### src/rtl/i2srx_pkg.sv
package i2srx_pkg;
  localparam int PKT_W = 16;

  localparam logic [1:0] STD_PHIL = 2'b00;
  localparam logic [1:0] STD_MSBJ = 2'b01;
  localparam logic [1:0] STD_LSBJ = 2'b10;
  localparam logic [1:0] STD_PCM  = 2'b11;

  // sample width from the data-length code
  function automatic logic [5:0] data_bits(logic [1:0] code);
    case (code)
      2'b00:   return 6'd16;
      2'b01:   return 6'd24;
      default: return 6'd32;
    endcase
  endfunction

  // wide data always forces a 32-slot channel
  function automatic logic wide_chan(logic req32, logic [1:0] code);
    return req32 | (code != 2'b00);
  endfunction
endpackage

### src/rtl/i2srx_clkgen.sv
module i2srx_clkgen #(
  parameter int DIV = 4
) (
  input  logic clk,
  input  logic rst_n,
  input  logic run,
  output logic bclk,
  output logic rise_p,
  output logic fall_p
);
  localparam int HALF = DIV / 2;
  localparam int CW   = (HALF > 1) ? $clog2(HALF) : 1;

  logic [CW-1:0] cnt_q, cnt_d;
  logic          bclk_q, bclk_d;
  logic          tick;

  assign tick   = run && (cnt_q == CW'(HALF - 1));
  assign rise_p = tick && !bclk_q;
  assign fall_p = tick && bclk_q;
  assign bclk   = bclk_q;

  always_comb begin
    cnt_d  = cnt_q;
    bclk_d = bclk_q;
    if (!run) begin
      cnt_d  = '0;
      bclk_d = 1'b0;
    end else if (tick) begin
      cnt_d  = '0;
      bclk_d = !bclk_q;
    end else begin
      cnt_d = cnt_q + CW'(1);
    end
  end

  always_ff @(posedge clk or negedge rst_n) begin
    if (!rst_n) begin
      cnt_q  <= '0;
      bclk_q <= 1'b0;
    end else begin
      cnt_q  <= cnt_d;
      bclk_q <= bclk_d;
    end
  end

  // once the framer stops, the bit clock parks low
  a_r1_idle_low: assert property (@(posedge clk) disable iff (!rst_n)
    !run |=> !bclk_q);
endmodule

### src/rtl/i2srx_framer.sv
module i2srx_framer
  import i2srx_pkg::*;
(
  input  logic             clk,
  input  logic             rst_n,
  input  logic             en,
  input  logic [1:0]       std_i,
  input  logic [1:0]       dl_i,
  input  logic             c32_i,
  input  logic             sd,
  input  logic             rise_p,
  input  logic             fall_p,
  output logic             run,
  output logic             ws,
  output logic             pkt_v,
  output logic [PKT_W-1:0] pkt_data,
  output logic             pkt_side
);
  logic             run_q, run_d, ws_q, ws_d, c32_q, c32_d;
  logic [5:0]       c_q, c_d;
  logic [1:0]       std_q, std_d, dl_q, dl_d;
  logic [PKT_W-1:0] sh_q, sh_d;

  logic [5:0] ch, last_c, c_nxt, p, dbits, off, v;
  logic       side, chan_end, valid, pkt_end;

  function automatic logic ws_of(logic [5:0] cc, logic w32, logic [1:0] st);
    logic [5:0] lc, nc, pp;
    lc = w32 ? 6'd63 : 6'd31;
    nc = (cc == lc) ? 6'd0 : cc + 6'd1;
    pp = w32 ? {1'b0, cc[4:0]} : {2'b00, cc[3:0]};
    case (st)
      STD_PHIL: return w32 ? nc[5] : nc[4];
      STD_PCM:  return pp == (w32 ? 6'd31 : 6'd15);
      default:  return w32 ? cc[5] : cc[4];
    endcase
  endfunction

  // slot decode
  always_comb begin
    ch       = c32_q ? 6'd32 : 6'd16;
    last_c   = c32_q ? 6'd63 : 6'd31;
    c_nxt    = (c_q == last_c) ? 6'd0 : c_q + 6'd1;
    p        = c32_q ? {1'b0, c_q[4:0]} : {2'b00, c_q[3:0]};
    side     = c32_q ? c_q[5] : c_q[4];
    chan_end = (p == ch - 6'd1);
    dbits    = data_bits(dl_q);
    off      = (std_q == STD_LSBJ) ? (ch - dbits) : 6'd0;
    valid    = (p >= off) && (p < off + dbits);
    v        = p - off;
    pkt_end  = (v[3:0] == 4'hF) || (v == dbits - 6'd1);
  end

  // next state
  always_comb begin
    run_d = run_q;
    c_d   = c_q;
    ws_d  = ws_q;
    std_d = std_q;
    dl_d  = dl_q;
    c32_d = c32_q;
    sh_d  = sh_q;
    if (!run_q) begin
      if (en) begin
        run_d = 1'b1;
        c_d   = 6'd0;
        std_d = std_i;
        dl_d  = dl_i;
        c32_d = wide_chan(c32_i, dl_i);
        ws_d  = ws_of(6'd0, wide_chan(c32_i, dl_i), std_i);
      end
    end else begin
      if (rise_p && valid)
        sh_d = (v[3:0] == 4'h0) ? {{(PKT_W-1){1'b0}}, sd} : {sh_q[PKT_W-2:0], sd};
      if (fall_p) begin
        if (chan_end && !en) begin
          run_d = 1'b0;
          c_d   = 6'd0;
          ws_d  = 1'b0;
        end else begin
          c_d  = c_nxt;
          ws_d = ws_of(c_nxt, c32_q, std_q);
        end
      end
    end
  end

  always_ff @(posedge clk or negedge rst_n) begin
    if (!rst_n) begin
      run_q <= 1'b0;
      c_q   <= '0;
      ws_q  <= 1'b0;
      std_q <= '0;
      dl_q  <= '0;
      c32_q <= 1'b0;
      sh_q  <= '0;
    end else begin
      run_q <= run_d;
      c_q   <= c_d;
      ws_q  <= ws_d;
      std_q <= std_d;
      dl_q  <= dl_d;
      c32_q <= c32_d;
      sh_q  <= sh_d;
    end
  end

  assign run      = run_q;
  assign ws       = ws_q;
  assign pkt_v    = run_q && rise_p && valid && pkt_end;
  assign pkt_data = sh_d << (4'd15 - v[3:0]);
  assign pkt_side = side;

  // word select moves only after a falling bit-clock edge
  a_r2_ws_on_fall: assert property (@(posedge clk) disable iff (!rst_n)
    (run_q && $past(run_q) && !$past(fall_p)) |-> $stable(ws_q));

  // the receiver never stops while still enabled
  a_r10_stop_when_off: assert property (@(posedge clk) disable iff (!rst_n)
    $fell(run_q) |-> !$past(en));
endmodule

### src/rtl/i2srx_flags.sv
module i2srx_flags
  import i2srx_pkg::*;
(
  input  logic             clk,
  input  logic             rst_n,
  input  logic             pkt_v,
  input  logic [PKT_W-1:0] pkt_data,
  input  logic             pkt_side,
  input  logic             rd_dat,
  input  logic             rd_stat,
  output logic [PKT_W-1:0] data,
  output logic             ne,
  output logic             side,
  output logic             ovr
);
  logic [PKT_W-1:0] data_q, data_d;
  logic ne_q, ne_d, side_q, side_d, ovr_q, ovr_d, arm_q, arm_d;
  logic take, lose;

  always_comb begin
    take   = pkt_v && !ovr_q && (!ne_q || rd_dat);
    lose   = pkt_v && !ovr_q && ne_q && !rd_dat;
    data_d = take ? pkt_data : data_q;
    side_d = take ? pkt_side : side_q;
    ne_d   = take ? 1'b1 : (rd_dat ? 1'b0 : ne_q);
    arm_d  = !ovr_q ? 1'b0 : (rd_dat ? 1'b1 : arm_q);
    if (lose)
      ovr_d = 1'b1;
    else if (ovr_q && arm_q && rd_stat)
      ovr_d = 1'b0;
    else
      ovr_d = ovr_q;
  end

  always_ff @(posedge clk or negedge rst_n) begin
    if (!rst_n) begin
      data_q <= '0;
      ne_q   <= 1'b0;
      side_q <= 1'b0;
      ovr_q  <= 1'b0;
      arm_q  <= 1'b0;
    end else begin
      data_q <= data_d;
      ne_q   <= ne_d;
      side_q <= side_d;
      ovr_q  <= ovr_d;
      arm_q  <= arm_d;
    end
  end

  assign data = data_q;
  assign ne   = ne_q;
  assign side = side_q;
  assign ovr  = ovr_q;

  // a packet from the framer always leaves the buffer full
  a_r5_ne_after_pkt: assert property (@(posedge clk) disable iff (!rst_n)
    (pkt_v && !ovr_q) |=> ne_q);

  // unread data is never overwritten
  a_r7_hold_unread: assert property (@(posedge clk) disable iff (!rst_n)
    (ne_q && !rd_dat) |=> $stable(data_q));

  // overrun is sticky until a status read
  a_r8_ovr_sticky: assert property (@(posedge clk) disable iff (!rst_n)
    (ovr_q && !rd_stat) |=> ovr_q);
endmodule

### src/rtl/i2s_rx_master.sv
module i2s_rx_master
  import i2srx_pkg::*;
#(
  parameter int DIV = 4
) (
  input  logic        clk,
  input  logic        rst_n,
  input  logic        en,
  input  logic [1:0]  std_sel,
  input  logic [1:0]  dlen_sel,
  input  logic        ch32_sel,
  input  logic        ie_rx,
  input  logic        ie_err,
  input  logic        rd_dat,
  input  logic        rd_stat,
  input  logic        sd_in,
  output logic        bclk_o,
  output logic        ws_o,
  output logic [15:0] rx_data,
  output logic        ne_o,
  output logic        side_o,
  output logic        ovr_o,
  output logic        busy_o,
  output logic        irq_rx_o,
  output logic        irq_err_o
);
  logic [1:0]       rs_q;
  logic             rst_ni;
  logic             run, rise_p, fall_p, pkt_v, pkt_side;
  logic [PKT_W-1:0] pkt_data;

  // reset asserts at once, releases on the clock
  always_ff @(posedge clk or negedge rst_n) begin
    if (!rst_n) rs_q <= 2'b00;
    else        rs_q <= {rs_q[0], 1'b1};
  end
  assign rst_ni = rs_q[1];

  i2srx_clkgen #(.DIV(DIV)) u_clk (
    .clk    (clk),
    .rst_n  (rst_ni),
    .run    (run),
    .bclk   (bclk_o),
    .rise_p (rise_p),
    .fall_p (fall_p)
  );

  i2srx_framer u_frm (
    .clk      (clk),
    .rst_n    (rst_ni),
    .en       (en),
    .std_i    (std_sel),
    .dl_i     (dlen_sel),
    .c32_i    (ch32_sel),
    .sd       (sd_in),
    .rise_p   (rise_p),
    .fall_p   (fall_p),
    .run      (run),
    .ws       (ws_o),
    .pkt_v    (pkt_v),
    .pkt_data (pkt_data),
    .pkt_side (pkt_side)
  );

  i2srx_flags u_flg (
    .clk      (clk),
    .rst_n    (rst_ni),
    .pkt_v    (pkt_v),
    .pkt_data (pkt_data),
    .pkt_side (pkt_side),
    .rd_dat   (rd_dat),
    .rd_stat  (rd_stat),
    .data     (rx_data),
    .ne       (ne_o),
    .side     (side_o),
    .ovr      (ovr_o)
  );

  assign busy_o    = run;
  assign irq_rx_o  = ne_o && ie_rx;
  assign irq_err_o = ovr_o && ie_err;
endmodule

### config.mk
export PLATFORM = sky130hd
export DESIGN_NAME = i2s_rx_master
export DESIGN_NICKNAME = d
export VERILOG_FILES = /design/src/rtl/i2srx_pkg.sv /design/src/rtl/i2srx_clkgen.sv /design/src/rtl/i2srx_framer.sv /design/src/rtl/i2srx_flags.sv /design/src/rtl/i2s_rx_master.sv
export SDC_FILE = /design/constraint.sdc
export NUM_CORES = 1
export LEC_CHECK = 0
export ABC_CLOCK_PERIOD_IN_PS = 2400
export BUFFER_PORTS_ARGS = -buffer_cell sky130_fd_sc_hd__buf_2
export CAP_MARGIN = 20
export CORE_MARGIN = 8
export CORE_UTILIZATION = 50
export CTS_CLUSTER_SIZE = 24
export DETAILED_ROUTE_END_ITERATION = 10
export PLACE_DENSITY = 0.69
export SYNTH_ARGS = -nofsm -noshare
export SYNTH_HDL_FRONTEND = slang
export SYNTH_HIERARCHICAL = 1
export SYNTH_SLANG_ARGS = --single-unit
### constraint.sdc
create_clock -name clk -period 2.4 [get_ports clk]
set_input_delay 0.48 -clock clk [delete_from_list [all_inputs] [get_ports clk]]
set_output_delay 0.48 -clock clk [all_outputs]
set_load 0.01 [all_outputs]
# --- After elaboration in Yosys (flattened, before gate mapping) ---
# Cells that the tools add are included.
word_totals:
  elab_cells: 118
  register_bits: 53
  out_inout_bits: 24
classes:
  n_addsub: 9
  n_lt_le_gt_ge: 2
  shifts: 1
  bitwise: 2
  mux: 41
  reduce_logical: 35
  n_eq_ne: 13
op_table:
  columns: ["op", "n"]
  rows:
  - ["6-bit two-way mux", 9]
  - ["16-bit two-way mux", 3]
  - ["6-bit equality test", 5]
  - ["1-bit two-way mux", 22]
  - ["5-bit two-way mux", 4]
  - ["1-bit logical AND", 17]
  - ["16-bit by 4-bit << shifter with 16-bit output", 1]
  - ["6-bit by 1-bit adder with 6-bit output (second input constant)", 2]
  - ["6-bit one-hot mux with 2 select lines", 1]
  - ["6-bit by 1-bit subtractor with 6-bit output (second input constant)", 2]
  - ["6-bit subtractor", 2]
  - ["2-bit nonzero test", 4]
  - ["6-bit adder", 1]
  - ["2-bit equality test (second input constant)", 3]
  - ["6-bit greater-or-equal comparator", 1]
  - ["2-bit zero test", 3]
  - ["6-bit zero test", 1]
  - ["6-bit < comparator", 1]
  - ["2-bit != test (second input constant)", 3]
  - ["1-bit zero test", 5]
  - ["4-bit equality test (second input constant)", 1]
  - ["4-bit zero test", 1]
  - ["1-bit one-hot mux with 2 select lines", 2]
  - ["2-bit AND reduction", 2]
  - ["other kinds (6)", 7]

# --- Logic depth before layout (Yosys ltp) ---
logic_depth:
  word_depth: 13
  ltp_mapped: 19
  depth_no_buf: 17

# --- Hierarchy ---
# Netlist, hierarchy kept.
modules_own_cells:
  columns: ["module", "area_per_inst_um2", "instances", "seq_area_each_um2", "cells_per_inst"]
  rows:
  - ["i2srx_framer", 2608.8, 1, 725.7, 279]
  - ["i2srx_flags", 824.5, 1, 500.5, 45]
  - ["i2srx_clkgen", 88.8, 1, 50.0, 8]
  - ["i2s_rx_master", 66.3, 1, 50.0, 5]

# --- Worst setup path after synthesis ---
# OpenSTA, ideal clock, no wires.
synth_path:
  path_kind: "reg-to-reg"
  start: "register u_frm.c32_q"
  end: "register u_flg.data_q[15], in the netlist u_flg/data[15]"
  required_ns: 2.275
  n_path_buf: 3
  slack_ns: -1.747
  period_less_slack_ns: 4.147
  arrival_time_ns: 4.022
  stages_incl_launch_ff: 19
  path_cell_list: "dfrtp_1 > buf_4 > clkbuf_1 > xnor2_1 > ha_1 > nand2_1 > inv_1 > fa_1 > inv_1 > ha_1 > nor3_1 > a211o_1 > and4_1 > buf_6 > mux2_4 > mux4_2 > mux2i_4 > o221ai_2 > mux2_2"
synth_via:
  elab_chain_cells: 10
synth_rtl:
  columns: ["element", "line", "text"]
  rows:
  - ["start, declared", "i2srx_framer.sv:19", "logic run_q, run_d, ws_q, ws_d, c32_q, c32_d;"]
  - ["start signal, assigned", "i2srx_framer.sv:95", "c32_q <= 1'b0;"]
  - ["start signal, assigned", "i2srx_framer.sv:103", "c32_q <= c32_d;"]
  - ["6-bit two-way mux", "i2srx_framer.sv:41", "ch = c32_q ? 6'd32 : 6'd16;"]
  - ["6-bit subtractor", "i2srx_framer.sv:48", "off = (std_q == STD_LSBJ) ? (ch - dbits) : 6'd0;"]
  - ["6-bit two-way mux", "i2srx_framer.sv:48", null]
  - ["6-bit adder", "i2srx_framer.sv:49", "valid = (p >= off) && (p < off + dbits);"]
  - ["6-bit < comparator", "i2srx_framer.sv:49", null]
  - ["1-bit logical AND (*)", "i2srx_framer.sv:49", null]
  - ["1-bit logical AND (*)", "i2srx_framer.sv:73", "if (rise_p && valid)"]
  - ["16-bit two-way mux (*)", "i2srx_framer.sv:73", null]
  - ["16-bit two-way mux (*)", "i2srx_framer.sv:63", "if (!run_q) begin"]
  - ["named net u_frm.sh_d[0]", "i2srx_framer.sv:22", "logic [PKT_W-1:0] sh_q, sh_d;"]
  - ["16-bit by 4-bit << shifter with 16-bit output (*)", "i2srx_framer.sv:111", "assign pkt_data = sh_d << (4'd15 - v[3:0]);"]
  - ["named net pkt_data[15]", "i2s_rx_master.sv:30", "logic [PKT_W-1:0] pkt_data;"]
  - ["end signal, assigned", "i2srx_flags.sv:43", "data_q <= data_d;"]
  - ["end, declared", "i2srx_flags.sv:16", "logic [PKT_W-1:0] data_q, data_d;"]
# The timed path passes the listed nets; every way through them passes the cells marked *.
# A chain may end at the register's enable or synchronous reset.

# --- Worst setup path after layout ---
layout_path:
  start: "register u_frm.dl_q[1]"
  end: "register u_flg.data_q[13], in the netlist u_flg/data[13]"
layout_via:
  elab_chain_cells: 11
layout_rtl:
  columns: ["element", "line", "text"]
  rows:
  - ["start, declared", "i2srx_framer.sv:21", "logic [1:0] std_q, std_d, dl_q, dl_d;"]
  - ["start signal, assigned", "i2srx_framer.sv:102", "dl_q <= dl_d;"]
  - ["2-bit by 1-bit equality test with 1-bit output / 2-bit zero test (equally long branches)", "i2srx_pkg.sv:11", "case (code)"]
  - ["6-bit one-hot mux with 2 select lines (*)", "i2srx_pkg.sv:11", null]
  - ["6-bit subtractor", "i2srx_framer.sv:48", null]
  - ["6-bit two-way mux", "i2srx_framer.sv:48", null]
  - ["6-bit adder", "i2srx_framer.sv:49", null]
  - ["6-bit < comparator", "i2srx_framer.sv:49", null]
  - ["1-bit logical AND", "i2srx_framer.sv:49", null]
  - ["1-bit logical AND", "i2srx_framer.sv:73", null]
  - ["16-bit two-way mux (*)", "i2srx_framer.sv:73", null]
  - ["16-bit two-way mux (*)", "i2srx_framer.sv:63", null]
  - ["named net u_frm.sh_d[4]", "i2srx_framer.sv:22", null]
  - ["16-bit by 4-bit << shifter with 16-bit output (*)", "i2srx_framer.sv:111", null]
  - ["named net pkt_data[13]", "i2s_rx_master.sv:30", null]
# Marked as above.

==> run_results.csv <==
group,metric,value,unit
status,status,"finished, violations left",
status,violations,"setup timing",
grt,grt_pass1_wl,16300,µm
grt,grt_use_total,0.203,
cts,cts.clk_slew.worst_paths,0.10,ns
synthesis,synth.area.top_cells,"dfrtp_1 (37%), mux4_2 (8.2%), mux2_4 (4.6%)",
worst_setup_path,slowest_stage,"fa_1",
cells_and_area,fin_nets,479,
timing,tightest_slew,0.684,ns
grt,first_global_vias,3453,
synthesis,synth.avg_cell_area,10.6,µm²
timing,finalCritPeriodShare,1.61,
cts,clock_latency,0.31,ns
cts,cts-htree-levels,2,
cells_and_area,seq_area,1330,µm²
routing,wl,10100,µm
timing,final_max_slew_viol_count,0,
die,core_area,7100,µm²
worst_setup_path,crit_type,"reg2reg",
grt,grt_max_degree,52,
flow_run,cap_violations,0,
cells_and_area,design_area,5030,µm²
pwr,leakagePower,2.27,nW
cts,cts_root_buf,"clkbuf_8",
die,dieArea,10100,µm²
cells_and_area,syn2layout_area_growth,40.1,%
timing,skew,0.00858,ns
placement,gp_congestion,0.907,
timing,finalHoldWorstSlack,0.351,ns
die,floorplan.die.width,101,µm
worst_setup_path,critPathRequiredTime,2.61,ns
worst_setup_path,crit_buf_inv,5,
synthesis,synth_top_cells_by_count,"dfrtp_1 (53), nand2_1 (31), nor2_1 (19)",
cts,cts_buffers,5,
synthesis,synth_most_common_cell,"dfrtp_1",
routing,drc,0,
synthesis,syn_area,3590,µm²
timing,setup_tns,-32.03,ns
die,die_h,101,µm
timing,fin_crit,3.86,ns
synthesis,synth_async_sr_flop_share,1.00,
timing,hold_viol,0,
cts,cts_num_sinks,53,
cells_and_area,nFillCells,516,
timing,worst_slack,-1.46,ns
cts,cts_tree,"yes",
synthesis,yosys_register_bits,53,
worst_setup_path,slowest_delay,0.48,ns
worst_setup_path,end_kind,"flop",
grt,grt_antenna_before_repair,0,
placement,dpl.hpwl,6740,µm
routing,drtPass1Iterations,4,
worst_setup_path,cp.arrival,4.06,ns
cts,clk_path_buf_depth,2,
synthesis,synth_nets,362,
placement,port_buffers,36,
synthesis,yosysWarnings,6,
die,rows,31,
synthesis,synth_top_area_share,0.370,
worst_setup_path,crit_top_cell,"inv_2",
routing,via_count,3244,
routing,wl_per_cell,18.2,µm
cells_and_area,multi_input_area,2420,µm²
synthesis,synthCells,337,
synthesis,synth.largest_area_cell,"dfrtp_1",
pwr,p_total,0.00589,W
synthesis,synth-edff-count,0,
worst_setup_path,cp_cell_sequence,"nor2b_2 -> inv_1 -> ha_1 -> nand2_2 -> inv_2 -> fa_1 -> inv_2 -> ha_4 -> nor2_1 -> a211o_1 -> and2_4 -> buf_6 -> a32oi_2 -> inv_2 -> mux4_2 -> a2bb2oi_2 -> mux2i_1 -> mux2_4",
timing,fmax,259,MHz
pwr,power_density,1170,nW/µm²
die,io-pin-count,37,
grt,grt_overflow_total,0,
pwr,ir_worst_vdd,0.000479,V
synthesis,synthFlopType,"dfrtp_1",
worst_setup_path,setup.worst_path.start_class,"flop",
routing,via_per_inst,5.86,
timing,setup_viol,35,
worst_setup_path,path_delay_family,"adder cells",
routing,ant_nets,0,
die,start_util,0.506,
synthesis,ys_types,70,
routing,drt_iter0_drc,144,
timing,slew_headroom,0.544,
cells_and_area,num_antenna_cells,0,
hold_path,holdCritPathClass,"in2reg",
placement,post_dp_cell_area,4420,µm²
worst_setup_path,path_max_fanout,8,
timing,rsz0062_at_grt,"true",
cells_and_area,fin_util,0.708,
cells_and_area,layout-drive-gt1-share,0.530,
synthesis,yosysSeqAreaShare,0.370,
-- final timing paths --
kind	slack (ns)	end	from	depth (start not counted)
worst max register to register	-1.46	u_flg/data[13]	u_frm/dl_q[1]	18
worst max-delay path	-1.46	u_flg/data[13]	u_frm/dl_q[1]	18
max in group asynchronous	1.55	u_flg/data[8]	rs_q[1]	1
min in group asynchronous	0.38	u_flg/side	rs_q[1]	1
worst min register to register	0.37	rs_q[1]	rs_q[0]	0
worst min-delay path	0.35	u_flg/ovr	rd_stat	2
-- what timing repair did --
item / in CTS / in global routing
gates resized for setup: 50 / 36
hold endpoints to repair: 2 / 0
hold buffers: 1 / 0
setup buffers: 16 / 7
pin swaps: 12 / 17
endpoints found under the setup margin: 35 / 36
gates cloned: 1 / 0
-- per-stage QoR --
stage                     setup slack [ns]  cells
after floorplan                      -1.60    337
after global placement               -1.48    528
after detailed placement             -1.58    528
after CTS                            -1.45    552
after global routing                 -1.64    554
final                                -1.46    554
-- area by class of cell --
class	instances	area share
multi-input cells	243	0.481
flip-flops and latches	53	0.264
repair buffers	129	0.195
well taps	99	0.0246
clock buffers	7	0.0172
inverters	22	0.0164
clock inverters	1	0.00149
-- metal layers --
| metal | global-route usage | vias up | wire (µm) |
|---|---|---|---|
| met5 | 0 | - | 0 |
| met4 | 0.100 | 0 | 317 |
| met3 | 0.0373 | 23 | 484 |
| met2 | 0.362 | 118 | 5270 |
| met1 | 0.225 | 1611 | 4030 |
| li1 | - | 1492 | - |
-- where the power goes --
part	leakage (nW)	internal, W	switching [W]	total (W)
Combinational	1.56	0.00201	0.00198	0.00400
Sequential	0.665	0.00114	0.000210	0.00135
Clock	0.0445	0.000235	0.000305	0.000540
-- kinds of logic (layout without fill, tap and decap cells) --
family,after synthesis,in the layout,synth area share
AO/OA/AOI/OAI,76,76,0.167
multiplexers,44,44,0.190
XOR/XNOR,9,9,0.0220
flip-flops,53,53,0.370
adder cells (fa/ha/maj),12,12,0.0460
AND/OR/NAND/NOR,101,101,0.151
other,1,1,0.00105
buffers and inverters,41,159,0.0540
-- state kept, by name, indices dropped and copies added (netlist names) --
| register | cells |
|---|---|
| u_flg/data | 16 |
| u_frm/sh_q | 16 |
| u_frm/c_q | 6 |
| rs_q | 2 |
| u_frm/dl_q | 2 |
| u_frm/std_q | 2 |
| u_clk/bclk | 1 |
| u_clk/cnt_q | 1 |
| u_flg/arm_q | 1 |
| u_flg/ne | 1 |
| u_flg/ovr | 1 |
| u_flg/side | 1 |
| u_frm/c32_q | 1 |
| u_frm/run | 1 |
| u_frm/ws | 1 |
-- cell usage in the layout (no fill, tap or decap), drive strengths merged, types with 3 or more instances in the layout --
cell type	n
o22ai	4
a21oi	10
dfrtp	53
and4	3
nor4	3
clkbuf	7
a31oi	5
a211oi	5
nor2	20
a32oi	5
a41oi	3
a32o	8
mux2	19
mux2i	12
nand2	31
a311oi	3
and2	9
o211ai	3
nor2b	5
mux4	13
nor3	3
a31o	3
xnor2	6
buf	128
ha	10
nand3	13
xor2	3
inv	20
o21ai	7
Note: power is estimated with default switching activity, not from simulation.
